$ cat config.mk
export PLATFORM = sky130hd
export DESIGN_NAME = dly_chain_top
export DESIGN_NICKNAME = d
export VERILOG_FILES = /design/src/rtl/dly_chain_pkg.sv /design/src/rtl/dly_stage_ctrl.sv /design/src/rtl/dly_stage_latch.sv /design/src/rtl/dly_chain_top.sv
export SDC_FILE = /design/constraint.sdc
export NUM_CORES = 1
export LEC_CHECK = 0
export ABC_AREA = 1
export BUFFER_PORTS_ARGS = -buffer_cell sky130_fd_sc_hd__buf_2
export CAP_MARGIN = 20
export CORE_UTILIZATION = 53
export DETAILED_ROUTE_END_ITERATION = 7
export PLACE_DENSITY = 0.8
export SLEW_MARGIN = 20
export SYNTH_ARGS = -nofsm -noshare
export SYNTH_HDL_FRONTEND = slang
export SYNTH_SLANG_ARGS = --single-unit
$ cat constraint.sdc
create_clock -name clk -period 3.64 [get_ports clk]
set_input_delay 0.546 -clock clk [delete_from_list [all_inputs] [get_ports clk]]
set_output_delay 0.546 -clock clk [all_outputs]
set_load 0.01 [all_outputs]
$ cat src/rtl/dly_chain_pkg.sv
package dly_chain_pkg;

  typedef struct packed {
    logic forceMin;
    logic forceMax;
    logic load;
  } stageStrobe_t;

endpackage

$ cat src/rtl/dly_stage_ctrl.sv
module dly_stage_ctrl
  import dly_chain_pkg::*;
(
  input  logic         clk,
  input  logic         rst_n,
  input  logic         loadEn,
  input  logic         extMin,
  input  logic         extMax,
  output stageStrobe_t strobe
);

  always_comb begin
    strobe.forceMin = extMin;
    strobe.forceMax = extMax && !extMin;
    strobe.load     = loadEn && !extMin && !extMax;
  end


  override_prio_chk: assert property (@(posedge clk) disable iff (!rst_n)
    $onehot0({strobe.forceMin, strobe.forceMax, strobe.load}));

endmodule

$ cat src/rtl/dly_stage_latch.sv
module dly_stage_latch
  import dly_chain_pkg::*;
#(
  parameter int FINE_W = 7,
  localparam int TAP_W = FINE_W + 1,
  localparam int FULL  = 2 ** FINE_W
) (
  input  logic             clk,
  input  logic             rst_n,
  input  stageStrobe_t     strobe,
  input  logic [FINE_W-1:0] fineCode,
  input  logic             cascIn,
  output logic [TAP_W-1:0] tapCount,
  output logic             cascOut
);

  localparam logic [TAP_W-1:0] MAX_WORD = {1'b1, {(FINE_W-2){1'b1}}, 2'b00};

  logic [TAP_W-1:0] storedWord;
  logic [TAP_W-1:0] effWord;

  always_ff @(posedge clk) begin
    if (!rst_n)               storedWord <= '0;
    else if (strobe.forceMin) storedWord <= '0;
    else if (strobe.forceMax) storedWord <= MAX_WORD;
    else if (strobe.load)     storedWord <= {cascIn, fineCode};
  end

  always_comb begin
    if (strobe.forceMin)      effWord = '0;
    else if (strobe.forceMax) effWord = MAX_WORD;
    else                      effWord = storedWord;
  end

  assign cascOut  = effWord[TAP_W-1];
  assign tapCount = effWord[TAP_W-1] ? TAP_W'(FULL)
                                     : {1'b0, effWord[FINE_W-1:0]};


  min_zero_chk: assert property (@(posedge clk) disable iff (!rst_n)
    strobe.forceMin |-> (tapCount == '0 && !cascOut));


  max_full_chk: assert property (@(posedge clk) disable iff (!rst_n)
    strobe.forceMax |-> (tapCount == TAP_W'(FULL) && cascOut));


  hold_word_chk: assert property (@(posedge clk) disable iff (!rst_n)
    (!strobe.load && !strobe.forceMin && !strobe.forceMax) |=> $stable(storedWord));


  tap_range_chk: assert property (@(posedge clk) disable iff (!rst_n)
    tapCount <= TAP_W'(FULL));

endmodule

$ cat src/rtl/dly_chain_top.sv
module dly_chain_top
  import dly_chain_pkg::*;
#(
  parameter int NUM_STAGES = 3,
  parameter int FINE_W     = 7,
  localparam int TAP_W     = FINE_W + 1,
  localparam int FULL      = 2 ** FINE_W,
  localparam int TOTAL_W   = $clog2(NUM_STAGES * FULL + 1)
) (
  input  logic                        clk,
  input  logic                        rst_n,
  input  logic                        loadEn,
  input  logic [FINE_W-1:0]           fineCode,
  input  logic [NUM_STAGES-2:0]       cascCtl,
  input  logic                        headSetMin,
  input  logic                        headSetMax,
  output logic [NUM_STAGES*TAP_W-1:0] tapCounts,
  output logic [TOTAL_W-1:0]          totalTaps
);

  logic [NUM_STAGES-1:0] cascHi;
  logic [NUM_STAGES-1:0] stageMin;
  logic [NUM_STAGES-1:0] stageMax;
  logic [NUM_STAGES-1:0] stageD7;

  for (genvar k = 0; k < NUM_STAGES; k++) begin : g_stage
    stageStrobe_t strobe;
    logic [TAP_W-1:0] tapK;

    if (k == 0) begin : g_head
      assign stageMin[k] = headSetMin;
      assign stageMax[k] = headSetMax | cascCtl[0];
      assign stageD7[k]  = cascCtl[0];
    end else if (k < NUM_STAGES - 1) begin : g_mid
      assign stageMin[k] = !cascHi[k-1];
      assign stageMax[k] = cascCtl[k];
      assign stageD7[k]  = cascCtl[k];
    end else begin : g_tail
      assign stageMin[k] = !cascHi[k-1];
      assign stageMax[k] = 1'b0;
      assign stageD7[k]  = 1'b0;
    end

    dly_stage_ctrl u_ctrl (
      .clk    (clk),
      .rst_n  (rst_n),
      .loadEn (loadEn),
      .extMin (stageMin[k]),
      .extMax (stageMax[k]),
      .strobe (strobe)
    );

    dly_stage_latch #(.FINE_W(FINE_W)) u_latch (
      .clk      (clk),
      .rst_n    (rst_n),
      .strobe   (strobe),
      .fineCode (fineCode),
      .cascIn   (stageD7[k]),
      .tapCount (tapK),
      .cascOut  (cascHi[k])
    );

    assign tapCounts[k*TAP_W +: TAP_W] = tapK;

    if (k > 0) begin : g_chk

      chain_min_chk: assert property (@(posedge clk) disable iff (!rst_n)
        !cascHi[k-1] |-> (tapK == '0));
    end
  end

  always_comb begin
    totalTaps = '0;
    for (int k = 0; k < NUM_STAGES; k++)
      totalTaps = totalTaps + TOTAL_W'(tapCounts[k*TAP_W +: TAP_W]);
  end


  total_bound_chk: assert property (@(posedge clk) disable iff (!rst_n)
    totalTaps <= TOTAL_W'(NUM_STAGES * FULL));

endmodule

# ---- Yosys cells after proc, flatten, opt, wreduce, memory -nomap -nowiden
# Index checks and enable logic that the tools add are counted.
dict set report word_totals {
  ff_bits 23
  in_bits 14
  output_inout_bits 33
  wordCells 39
}
dict set report classes {
  add_sub_neg 2
  muxes 12
  bitwise 3
  reduce_logical 17
}
# op count
set ops {}
lappend ops {{two-way mux 8 bit} 11}
lappend ops {{adder 8 x 8 -> 9 bit} 1}
lappend ops {{adder 9 x 8 -> 9 bit} 1}
lappend ops {{logical AND 1 bit} 7}
lappend ops {{two-way mux 7 bit} 1}
lappend ops {{OR reduction 3 bit} 2}
lappend ops {{AND reduction 2 bit} 2}
lappend ops {{nonzero test 2 bit} 2}
lappend ops {{logical NOT 1 bit} 3}
lappend ops {{NOT 1 bit} 2}
lappend ops {{OR reduction 2 bit} 1}
lappend ops {{bitwise OR 1 bit} 1}

# ---- Longest topological paths before layout
# Gate-level depths: netlist of the first run.
dict set report depth {
  depth_word 10
  mapped_depth 15
  depth_no_buf 14
}

# ---- By module
# From an unflattened synthesis of the first run, not the netlist that was laid out.
dict set report hier_totals {
  hier_cells 295
  hier_area_um2 2039.5
}
# module n_inst cells_per_inst area_each_um2
set modules_own_cells {}
lappend modules_own_cells {dly_stage_latch 3 67 469.2}
lappend modules_own_cells {dly_chain_top 1 76 545.5}
lappend modules_own_cells {dly_stage_ctrl 3 6 28.8}

# ---- Worst setup path after synthesis of the first run
# No wires, ideal clock.
dict set report synth_path {
  path_kind {input port to output port}
  startpoint {input port cascCtl[0]}
  endpoint {output port totalTaps[7]}
  arrival_ps 2492
  required_ps 3094
  path_slack_ps 602
  stages 14
  n_path_buf 2
  path_cell_list {nor2_4 a21oi_4 buf_6 buf_8 nand4_2 o21ai_1 ha_1 ha_1 inv_1 fa_1 inv_1 nand4_1 nand3_1 xor2_1}
}
dict set report synth_between {
  elab_chain_len 10
  word_cells_on_any_way 13
  classes_between {add/sub: 2; mux: 8; bitwise: 1; reduce/logical: 2}
}
# item line
set synth_lines {}
lappend synth_lines {{start: declaration} dly_chain_top.sv:14} ;# input logic [NUM_STAGES-2:0] cascCtl,
lappend synth_lines {{bitwise OR 1 bit (*)} dly_chain_top.sv:32} ;# assign stageMax[k] = headSetMax | cascCtl[0];
lappend synth_lines {{logical AND 1 bit (*)} dly_stage_ctrl.sv:14} ;# strobe.forceMax = extMax && !extMin;
lappend synth_lines {{two-way mux 8 bit (*)} dly_stage_latch.sv:31} ;# else if (strobe.forceMax) effWord = MAX_WORD;
lappend synth_lines {{two-way mux 8 bit (*)} dly_stage_latch.sv:30} ;# if (strobe.forceMin) effWord = '0;
lappend synth_lines {{net g_stage[0].u_latch.cascOut} dly_stage_latch.sv:14} ;# output logic cascOut
lappend synth_lines {{logical AND 1 bit} dly_stage_ctrl.sv:14}
lappend synth_lines {{two-way mux 8 bit} dly_stage_latch.sv:31}
lappend synth_lines {{two-way mux 8 bit} dly_stage_latch.sv:30}
lappend synth_lines {{two-way mux 8 bit / two-way mux 7 bit (equally long branches)} {dly_stage_latch.sv:36, dly_stage_latch.sv:30}}
lappend synth_lines {{adder 8 x 8 -> 9 bit / two-way mux 8 bit (equally long branches)} {dly_chain_top.sv:75, dly_stage_latch.sv:36}}
lappend synth_lines {{adder 9 x 8 -> 9 bit (*)} dly_chain_top.sv:75} ;# totalTaps = totalTaps + TOTAL_W'(tapCounts[k*TAP_W +: TAP_W]);
lappend synth_lines {{end: declaration} dly_chain_top.sv:18} ;# output logic [TOTAL_W-1:0] totalTaps
# The timed path passes the listed nets; every way through them passes the cells marked *.

# ---- Worst setup path in the final report of the first run
dict set report layout_path {
  startpoint {input port cascCtl[0]}
  endpoint {output port totalTaps[7]}
}
dict set report layout_between {
  elab_chain_len 10
  word_cells_on_any_way 13
  classes_between {add/sub: 2; mux: 8; bitwise: 1; reduce/logical: 2}
}
# item line
set layout_lines {}
lappend layout_lines {{bitwise OR 1 bit (*)} dly_chain_top.sv:32}
lappend layout_lines {{logical AND 1 bit (*)} dly_stage_ctrl.sv:14}
lappend layout_lines {{two-way mux 8 bit (*)} dly_stage_latch.sv:31}
lappend layout_lines {{two-way mux 8 bit (*)} dly_stage_latch.sv:30}
lappend layout_lines {{logical AND 1 bit} dly_stage_ctrl.sv:14}
lappend layout_lines {{two-way mux 8 bit} dly_stage_latch.sv:31}
lappend layout_lines {{two-way mux 8 bit} dly_stage_latch.sv:30}
lappend layout_lines {{two-way mux 8 bit / two-way mux 7 bit (equally long branches)} {dly_stage_latch.sv:36, dly_stage_latch.sv:30}}
lappend layout_lines {{adder 8 x 8 -> 9 bit / two-way mux 8 bit (equally long branches)} {dly_chain_top.sv:75, dly_stage_latch.sv:36}}
lappend layout_lines {{adder 9 x 8 -> 9 bit (*)} dly_chain_top.sv:75}
# Mark *: on every way between the ends. The rest lies on a longest branch, timed or not.

==> metrics.md, run 1 <==
| Metric | Value |
|---|---|
| Dpl cells | 334 |
| Post-synth cell types | 33 |
| Later-pin clock latency in the skew report | 0.32 ns |
| Crit. End Element | primary output |
| Avg Cell Area, Syn | 6.872 µm² |
| Vias | 1732 |
| Top Ports | 47 |
| Core Area | 3128 µm² |
| Tightest Pin Transition | 0.5370 ns |
| Synth warn | 0 |
| Layout cells sized above 1 | 23.57% |
| Worst VDD drop | 0.0001853 V |
| Fillers | 299 |
| WHS Endpoint | g_stage[1].u_latch.storedWord[0]$_SDFFE_PP0P_ |
| Routed vias/inst | 5.079 |
| Vias in the first global route | 1479 |
| Final Net Count | 327 |
| Routability cong. | 0.8718 |
| Layout area overhead | 13.03% |
| FF-to-FF Start | g_stage[0].u_latch.storedWord[7]$_SDFFE_PP0P_ |
| Ranking of synthesized cells by area | dfxtp_1 (26%), inv_1 (13%), ha_1 (9.8%) |
| Gr usage total | 23.53% |
| Fin Hold WS | 0.4629 ns |
| Port Buffers | 45 |
| Most flop-heavy register | g_stage.u_latch.storedWord |
| Critical path peak fanout | 6 |
| Syn nets | 289 |
| Hold Path Depth | 3 |
| Crit path kind | in2out |
| CTS resizes | 0 |
| R2r endpoint | g_stage[2].u_latch.storedWord[2]$_SDFFE_PN0P_ |
| Congestion Overflow GR | 0 |
| Initial Util | 57.12% |
| Static leakage | 1.227 nW |
| Initial antenna violation count | 0 |
| HPWL after DPL | 3232 µm |
| Number of core rows | 20 |
| Clk pin slew, worst setup/hold paths | 0.13 ns |
| RSZ-0062 raised after global routing | false |
| Starting DRC count in detailed routing | 69 |
| Final hold viol count | 0 |
| ANT cells | 0 |
| Final Critical Period | 3.408 ns |
| Sequential area share after synthesis | 25.77% |
| First-pass GRT wire length | 6354 µm |
| Power Density | 246.8 nW/µm² |
| Internal reg-to-reg setup slack | 2.21 ns |
| Die footprint | 3607 µm² |
| Number of synthesized flops with an enable pin | 0 |
| Startpoint Class | input pin |
| Max cap viols | 0 |
| Crit path DAT | 2.86 ns |
| CTS Buffer Depth | 2 |
| Fmax | 293.4 MHz |
| Max FFs per register | 23 |
| Worst clock skew | 0.004245 ns |
| Ys flop type | dfxtp_1 |
| Reg2Reg Depth | 7 |
| Min-delay worst type | in2reg |
| Total CTS buffers | 3 |
| H-tree levels | 1 |
| Mapped Area | 1787 µm² |
| Fin cells | 341 |
| Fin. max-slew vios | 0 |
| Worst path required time | 3.09 ns |
| Root buffer cell | clkbuf_4 |
| Largest registers | g_stage.u_latch.storedWord: 23 flops |
| Hold_buf cts | 0 |
| First drt pass iteration count | 4 |
| Syn Inst Count | 260 |
| Finish-stage setup viols | 0 |
| Synth area leader | dfxtp_1 |
| Outcome | finished clean |
| Util after Layout | 64.56% |
| Post-route ant nets | 0 |
| CTS sink count | 23 |
| DR WL/cell | 11.96 µm |
| DRC errors left | 0 |
| Pin count of the biggest net entering global routing | 15 |
| Hold_sp | fineCode[0] |
| Post-route clock period utilization | 93.64% |
| Async set-reset flop share out of synthesis | 0% |
| Setup TNS | 0 ns |
| Synth Register Bits | 23 |
| Relative slew slack | 64.04% |
| Clock tree from TritonCTS | yes |
| Die width | 60.06 µm |
| Die Span Y | 60.06 µm |
| Post-synth top area share | 25.77% |
| Final wirelength | 4077 µm |
## power by group
part	switching (mW)	internal [mW]	total (mW)	leakage, nW
clock network	0.0797	0.0412	0.121	0.0177
registers	0.00409	0.258	0.262	0.187
logic	0.0748	0.0405	0.115	1.02
total	0.159	0.340	0.498	1.23
## critical path, stage by stage
cell and delay (ns):
buf_2 0.12, nor2_4 0.16, a21oi_4 0.10, buf_4 0.17, nand2_4 0.06, nand2_1 0.07
nand3_1 0.10, o21ai_0 0.11, ha_1 0.32, inv_1 0.06, fa_1 0.47, inv_1 0.10
nand4_1 0.09, nand3_1 0.11, xor2_1 0.14, buf_2 0.14
## cell usage after synthesis (2+ instances only)
cell,instances
a211oi_1,7
a21o_1,2
a21oi_1,11
buf_2,3
buf_4,3
buf_6,3
clkbuf_1,7
dfxtp_1,23
ha_1,14
inv_1,60
inv_2,2
inv_4,2
nand2_1,39
nand2_2,2
nand2_4,2
nand3_1,18
nand4_1,4
nor2_1,19
nor2_4,2
nor3_1,6
o2111ai_1,7
o21ai_0,7
o21ai_2,3
xnor2_1,3
xor2_1,3
## metrics by stage
step           worst slack (ns)  total power, mW  cell area (µm²)
6_report                 0.2316           0.4984             2019
5_1_grt                 0.06605           0.5248             2019
3_5_place_dp             0.1915           0.3779             1969
4_1_cts                  0.1438           0.4949             1997
2_1_floorplan            0.6019           0.3517             1787
3_3_place_gp             0.2419           0.3765             1969
## routing by layer
metal | vias to the layer above | track usage [%] | part of all wire [%] | routed length [µm]
li1 | 888 | - | - | -
met1 | 775 | 29.84 | 45 | 1847
met2 | 62 | 40.48 | 48 | 1937
met3 | 7 | 3.247 | 5.5 | 224
met4 | 0 | 8.306 | 1.6 | 67
met5 | - | 0 | 0 | 0
## cell families after synthesis
group	Yosys count	share of synthesized area (%)
xor+xnor	6	2.942
flops	23	25.77
other cells	1	0.2099
compound gates	40	15.34
fa+ha+maj	15	10.92
simple gates	94	24.79
buf+inv	81	20.03
## worst max path at each step
stage	to	depth (start not counted)	slack [ns]	start
floorplan	totalTaps[7]	14	0.60	cascCtl[0]
global placement	totalTaps[7]	14	0.24	cascCtl[0]
detailed placement	totalTaps[7]	14	0.19	cascCtl[0]
CTS	totalTaps[7]	13	0.14	g_stage[0].u_latch.storedWord[7]$_SDFFE_PP0P_
global route	totalTaps[8]	15	0.07	g_stage[0].u_latch.storedWord[7]$_SDFFE_PP0P_
finish	totalTaps[7]	16	0.23	cascCtl[0]
## cell type report
class,count,area [µm²],area share [%]
flip-flops and latches,23,460.4,22.80
clock inverters,1,5.005,0.2478
inverters,64,245.2,12.14
clock buffers,3,22.52,1.115
well taps,44,55.05,2.726
repair buffers,50,262.8,13.01
multi-input cells,156,968.4,47.96
## timing repair
item,in CTS,in global routing
endpoints found under the hold margin,0,0
setup endpoints to repair,0,4
buffers inserted,0,3
## placed cells by master, fill, tap and decap left out
cell / n
a211oi_1: 7
a21o_1: 2
a21oi_1: 11
a21oi_4: 1
buf_2: 45
buf_4: 5
clkbuf_4: 3
clkinv_2: 1
conb_1: 1
dfxtp_1: 23
fa_1: 1
ha_1: 14
inv_1: 60
inv_2: 2
inv_4: 2
nand2_1: 39
nand2_2: 2
nand2_4: 2
nand3_1: 18
nand3_2: 1
nand4_1: 4
nand4_2: 1
nor2_1: 19
nor2_4: 2
nor3_1: 6
o2111ai_1: 7
o211ai_1: 1
o21ai_0: 7
o21ai_1: 1
o21ai_2: 3
xnor2_1: 3
xor2_1: 3
No activity file was read; power rests on OpenSTA's default activity.
==> run 2, diff against run 1 <==
--- a/config.mk
+++ b/config.mk
@@ -8,6 +8,7 @@
 export ABC_AREA = 1
 export BUFFER_PORTS_ARGS = -buffer_cell sky130_fd_sc_hd__buf_2
 export CAP_MARGIN = 20
+export CORE_ASPECT_RATIO = 0.9
 export CORE_UTILIZATION = 53
 export DETAILED_ROUTE_END_ITERATION = 7
 export PLACE_DENSITY = 0.8
==> metrics.md, run 2 (synthesis gave the netlist of run 1 again) <==
| Metric | Value |
|---|---|
| Most flop-heavy register | g_stage.u_latch.storedWord |
| Die Span Y | 57.08 µm |
| Vias in the first global route | 1503 |
| HPWL after DPL | 3290 µm |
| Post-route clock period utilization | 95.47% |
| Port Buffers | 45 |
| Routability cong. | 0.8610 |
| Vias | 1724 |
| Worst VDD drop | 0.0002822 V |
| Crit path DAT | 2.93 ns |
| Worst clock skew | 0.005220 ns |
| Core Area | 3138 µm² |
| Reg2Reg Depth | 7 |
| Commonest non-fill, non-tap cell in the layout | inv_1 |
| Root buffer cell | clkbuf_8 |
| DR WL/cell | 12.06 µm |
| Fin. max-slew vios | 0 |
| Final wirelength | 4076 µm |
| H-tree levels | 1 |
| Congestion Overflow GR | 0 |
| Die width | 63.20 µm |
| Placed cell area | 1982 µm² |
| Final Net Count | 326 |
| Number of core rows | 19 |
| ANT cells | 0 |
| Max FFs per register | 23 |
| Worst path required time | 3.09 ns |
| Crit. End Element | primary output |
| First drt pass iteration count | 4 |
| Setup TNS | 0 ns |
| Final Cell Area | 2036 µm² |
| Total Power | 539.6 µW |
| Critical path peak fanout | 9 |
| Later-pin clock latency in the skew report | 0.27 ns |
| Worst setup margin | 0.1651 ns |
| Layout area overhead | 13.94% |
| Clk pin slew, worst setup/hold paths | 0.09 ns |
| Startpoint Class | input pin |
| RSZ-0062 raised after global routing | false |
| Relative slew slack | 64.52% |
| Largest registers | g_stage.u_latch.storedWord: 23 flops |
| Starting DRC count in detailed routing | 87 |
| Post-Place Setup Slack | 0.1804 ns |
| Initial antenna violation count | 0 |
| Fillers | 318 |
| Gr usage total | 23.38% |
| Fin Hold WS | 0.4715 ns |
| Final hold viol count | 0 |
| Routed vias/inst | 5.101 |
| Max cap viols | 0 |
| Initial Util | 56.94% |
| Final Critical Period | 3.475 ns |
| Die footprint | 3607 µm² |
| Finish-stage setup viols | 0 |
| Crit path kind | in2out |
| First-pass GRT wire length | 6548 µm |
| Pin count of the biggest net entering global routing | 14 |
| Fmax | 287.8 MHz |
| FF+latch area | 460.4 µm² |
| Power Density | 265.1 nW/µm² |
| Total CTS buffers | 3 |
| CTS Buffer Depth | 2 |
| Min-delay worst type | reg2reg |
| Clock tree from TritonCTS | yes |
| Post-route ant nets | 0 |
| Layout cells sized above 1 | 23.31% |
| CTS sink count | 23 |
| Multi-input logic area | 975.9 µm² |
| Tightest Pin Transition | 0.5299 ns |
| Top Ports | 47 |
| Outcome | finished clean |
| Hold Path Depth | 2 |
| Static leakage | 1.231 nW |
| Most frequent cells in the layout | inv_1 (60), buf_2 (45), nand2_1 (39) |
| DRC errors left | 0 |
## run 2: report_power, final
group / internal, mW / switching (mW)
combinational: 0.0398 / 0.0747
sequential: 0.258 / 0.00442
clock: 0.0766 / 0.0862
total: 0.374 / 0.165
## run 2: final cells by class
| type | count | share of cell area (%) |
|---|---|---|
| timing repair buffer | 49 | 12.54 |
| inverter | 64 | 12.05 |
| sequential | 23 | 22.62 |
| clock buffer | 3 | 2.028 |
| tap | 42 | 2.581 |
| multi-input combinational | 156 | 47.94 |
| clock inverter | 1 | 0.2459 |
## run 2: timing repair
item / 4_1_cts / 5_1_grt
hold buffers: 0 / 0
setup endpoints to repair: 0 / 3
hold endpoints to repair: 0 / 0
resized for setup: 0 / 1
buffers inserted: 0 / 0
## run 2: metal layers
metal  routed length [µm]  GRT usage [%]  part of all wire [%]
met5                    0              0                     0
met4                   21          3.896                  0.52
met3                  226          4.200                   5.5
met2                 1881          41.63                    46
met1                 1946          30.04                    48
## run 2: worst max-delay path, cell delays in order
cell     delay, ns
buf_2         0.12
nor2_4        0.06
a21oi_4       0.27
buf_4         0.23
nand4_1       0.14
o21ai_0       0.16
ha_1          0.20
ha_1          0.16
inv_1         0.05
fa_1          0.40
inv_1         0.10
nand4_1       0.10
nand3_1       0.11
xor2_1        0.14
buf_2         0.14
## run 2: path summary, 6_finish.rpt
path,startpoint,end,slack [ns]
worst min-delay path,g_stage[1].u_latch.storedWord[0]$_SDFFE_PP0P_,g_stage[1].u_latch.storedWord[0]$_SDFFE_PP0P_,0.47
worst max-delay path,cascCtl[0],totalTaps[7],0.17
worst max register to register,g_stage[0].u_latch.storedWord[7]$_SDFFE_PP0P_,g_stage[2].u_latch.storedWord[4]$_SDFFE_PN0P_,2.13
worst min register to register,g_stage[1].u_latch.storedWord[0]$_SDFFE_PP0P_,g_stage[1].u_latch.storedWord[0]$_SDFFE_PP0P_,0.47
## run 2: per-stage QoR
| stage | utilization (%) | std cells |
|---|---|---|
| finish | 64.87 | 338 |
| detailed placement | 63.16 | 334 |
| CTS | 64.63 | 338 |
| global route | 64.87 | 338 |
| floorplan | - | 260 |
| global placement | 63.16 | 334 |
==> run 3, diff against run 2 <==
--- a/config.mk
+++ b/config.mk
@@ -11,7 +11,7 @@
 export CORE_ASPECT_RATIO = 0.9
 export CORE_UTILIZATION = 53
 export DETAILED_ROUTE_END_ITERATION = 7
-export PLACE_DENSITY = 0.8
+export PLACE_DENSITY = 0.81
 export SLEW_MARGIN = 20
 export SYNTH_ARGS = -nofsm -noshare
 export SYNTH_HDL_FRONTEND = slang
==> metrics.md, run 3 (synthesis gave the netlist of run 1 again) <==
| Metric | Value |
|---|---|
| Starting DRC count in detailed routing | 59 |
| Die width | 63.20 µm |
| CP Launch Point | cascCtl[0] |
| Layout area overhead | 13.52% |
| Total CTS buffers | 3 |
| Final Cell Area | 2028 µm² |
| CTS sink count | 23 |
| ANT cells | 0 |
| Post-route ant nets | 0 |
| Hold_buf cts | 0 |
| Gr usage total | 23.44% |
| Tightest Pin Transition | 0.5521 ns |
| Max FFs per register | 23 |
| H-tree levels | 1 |
| Clock tree from TritonCTS | yes |
| Layout cells sized above 1 | 23.31% |
| Placed cell area | 1982 µm² |
| Initial antenna violation count | 0 |
| Worst path required time | 3.09 ns |
| RSZ-0062 raised after global routing | false |
| Port Buffers | 45 |
| Hold_sp | g_stage[1].u_latch.storedWord[0]$_SDFFE_PP0P_ |
| Die Span Y | 57.08 µm |
| Vias | 1701 |
| Total Power | 534.8 µW |
| Worst clock skew | 0.009391 ns |
| FF-to-FF Start | g_stage[0].u_latch.storedWord[7]$_SDFFE_PP0P_ |
| Min-delay worst type | reg2reg |
| DRC errors left | 0 |
| Setup TNS | 0 ns |
| Die footprint | 3607 µm² |
| DR WL/cell | 11.76 µm |
| CTS resizes | 0 |
| Most frequent cells in the layout | inv_1 (60), buf_2 (45), nand2_1 (39) |
| Commonest non-fill, non-tap cell in the layout | inv_1 |
| Outcome | finished clean |
| Root buffer cell | clkbuf_8 |
| Worst VDD drop | 0.0001857 V |
| Final hold viol count | 0 |
| Clk pin slew, worst setup/hold paths | 0.09 ns |
| Finish-stage setup viols | 0 |
| Post-route clock period utilization | 94.07% |
| Congestion Overflow GR | 0 |
| Fmax | 292.0 MHz |
| Initial Util | 56.94% |
| Final Critical Period | 3.424 ns |
| Later-pin clock latency in the skew report | 0.27 ns |
| Max cap viols | 0 |
| First-pass GRT wire length | 6727 µm |
| Post-CTS Setup Repair Bufs | 0 |
| Relative slew slack | 63.03% |
| CTS Buffer Depth | 2 |
| Crit path kind | in2out |
| Critical path peak fanout | 9 |
| Most flop-heavy register | g_stage.u_latch.storedWord |
| Vias in the first global route | 1487 |
| Routability cong. | 0.9092 |
| Top Ports | 47 |
| Pin count of the biggest net entering global routing | 14 |
| Crit path DAT | 2.88 ns |
| Number of core rows | 19 |
| Fin. max-slew vios | 0 |
| Final wirelength | 3976 µm |
| First drt pass iteration count | 4 |
| Fin Hold WS | 0.4819 ns |
| Crit. End Element | primary output |
| Routed vias/inst | 5.033 |
| Largest registers | g_stage.u_latch.storedWord: 23 flops |
| HPWL after DPL | 3314 µm |
| Power Density | 263.7 nW/µm² |
| Static leakage | 1.230 nW |
| Core Area | 3138 µm² |
| Startpoint Class | input pin |
| Final Net Count | 326 |
-- run 3: power by group --
part,internal (mW),total (mW),switching (mW)
combinational,0.0395,0.113,0.0730
clock,0.0764,0.160,0.0835
sequential,0.258,0.262,0.00438
-- run 3: final cells by class --
| cell class | instances | area, µm² |
|---|---|---|
| clock buffer | 3 | 41.29 |
| multi-input combinational | 156 | 968.4 |
| timing repair buffer | 49 | 255.2 |
| tap | 42 | 52.55 |
| clock inverter | 1 | 5.005 |
| sequential | 23 | 460.4 |
| inverter | 64 | 245.2 |
| fill | 315 | 1110 |
-- run 3: path summary, 6_finish.rpt --
path	slack, ns	depth (start not counted)	end
max	0.22	14	totalTaps[7]
min	0.48	2	g_stage[1].u_latch.storedWord[0]$_SDFFE_PP0P_
max reg2reg	2.12	7	g_stage[2].u_latch.storedWord[1]$_SDFFE_PN0P_
min reg2reg	0.48	2	g_stage[1].u_latch.storedWord[0]$_SDFFE_PP0P_
-- run 3: through the flow --
stage / utilization (%) / cells / setup WS, ns
finish: 64.63 / 338 / 0.2157
detailed placement: 63.16 / 334 / 0.2200
floorplan: - / 260 / 0.6019
global placement: 63.16 / 334 / 0.3139
CTS: 64.63 / 338 / 0.2147
global route: 64.63 / 338 / 0.005346
-- run 3: critical path: stages --
cell     delay (ns)
buf_2          0.12
nor2_4         0.06
a21oi_4        0.26
o21ai_2        0.18
nand3_1        0.14
o21ai_0        0.12
ha_1           0.33
inv_1          0.07
fa_1           0.47
inv_1          0.10
nand4_1        0.09
nand3_1        0.11
xor2_1         0.14
buf_2          0.14
-- run 3: metal layers --
layer | routed length [µm] | share of wire [%] | global-route usage, % | vias to the layer above
li1 | - | - | - | 888
met2 | 1845 | 46 | 40.55 | 52
met1 | 1889 | 48 | 31.10 | 757
met4 | 31 | 0.78 | 5.519 | 0
met3 | 210 | 5.3 | 3.200 | 4
met5 | 0 | 0 | 0 | -
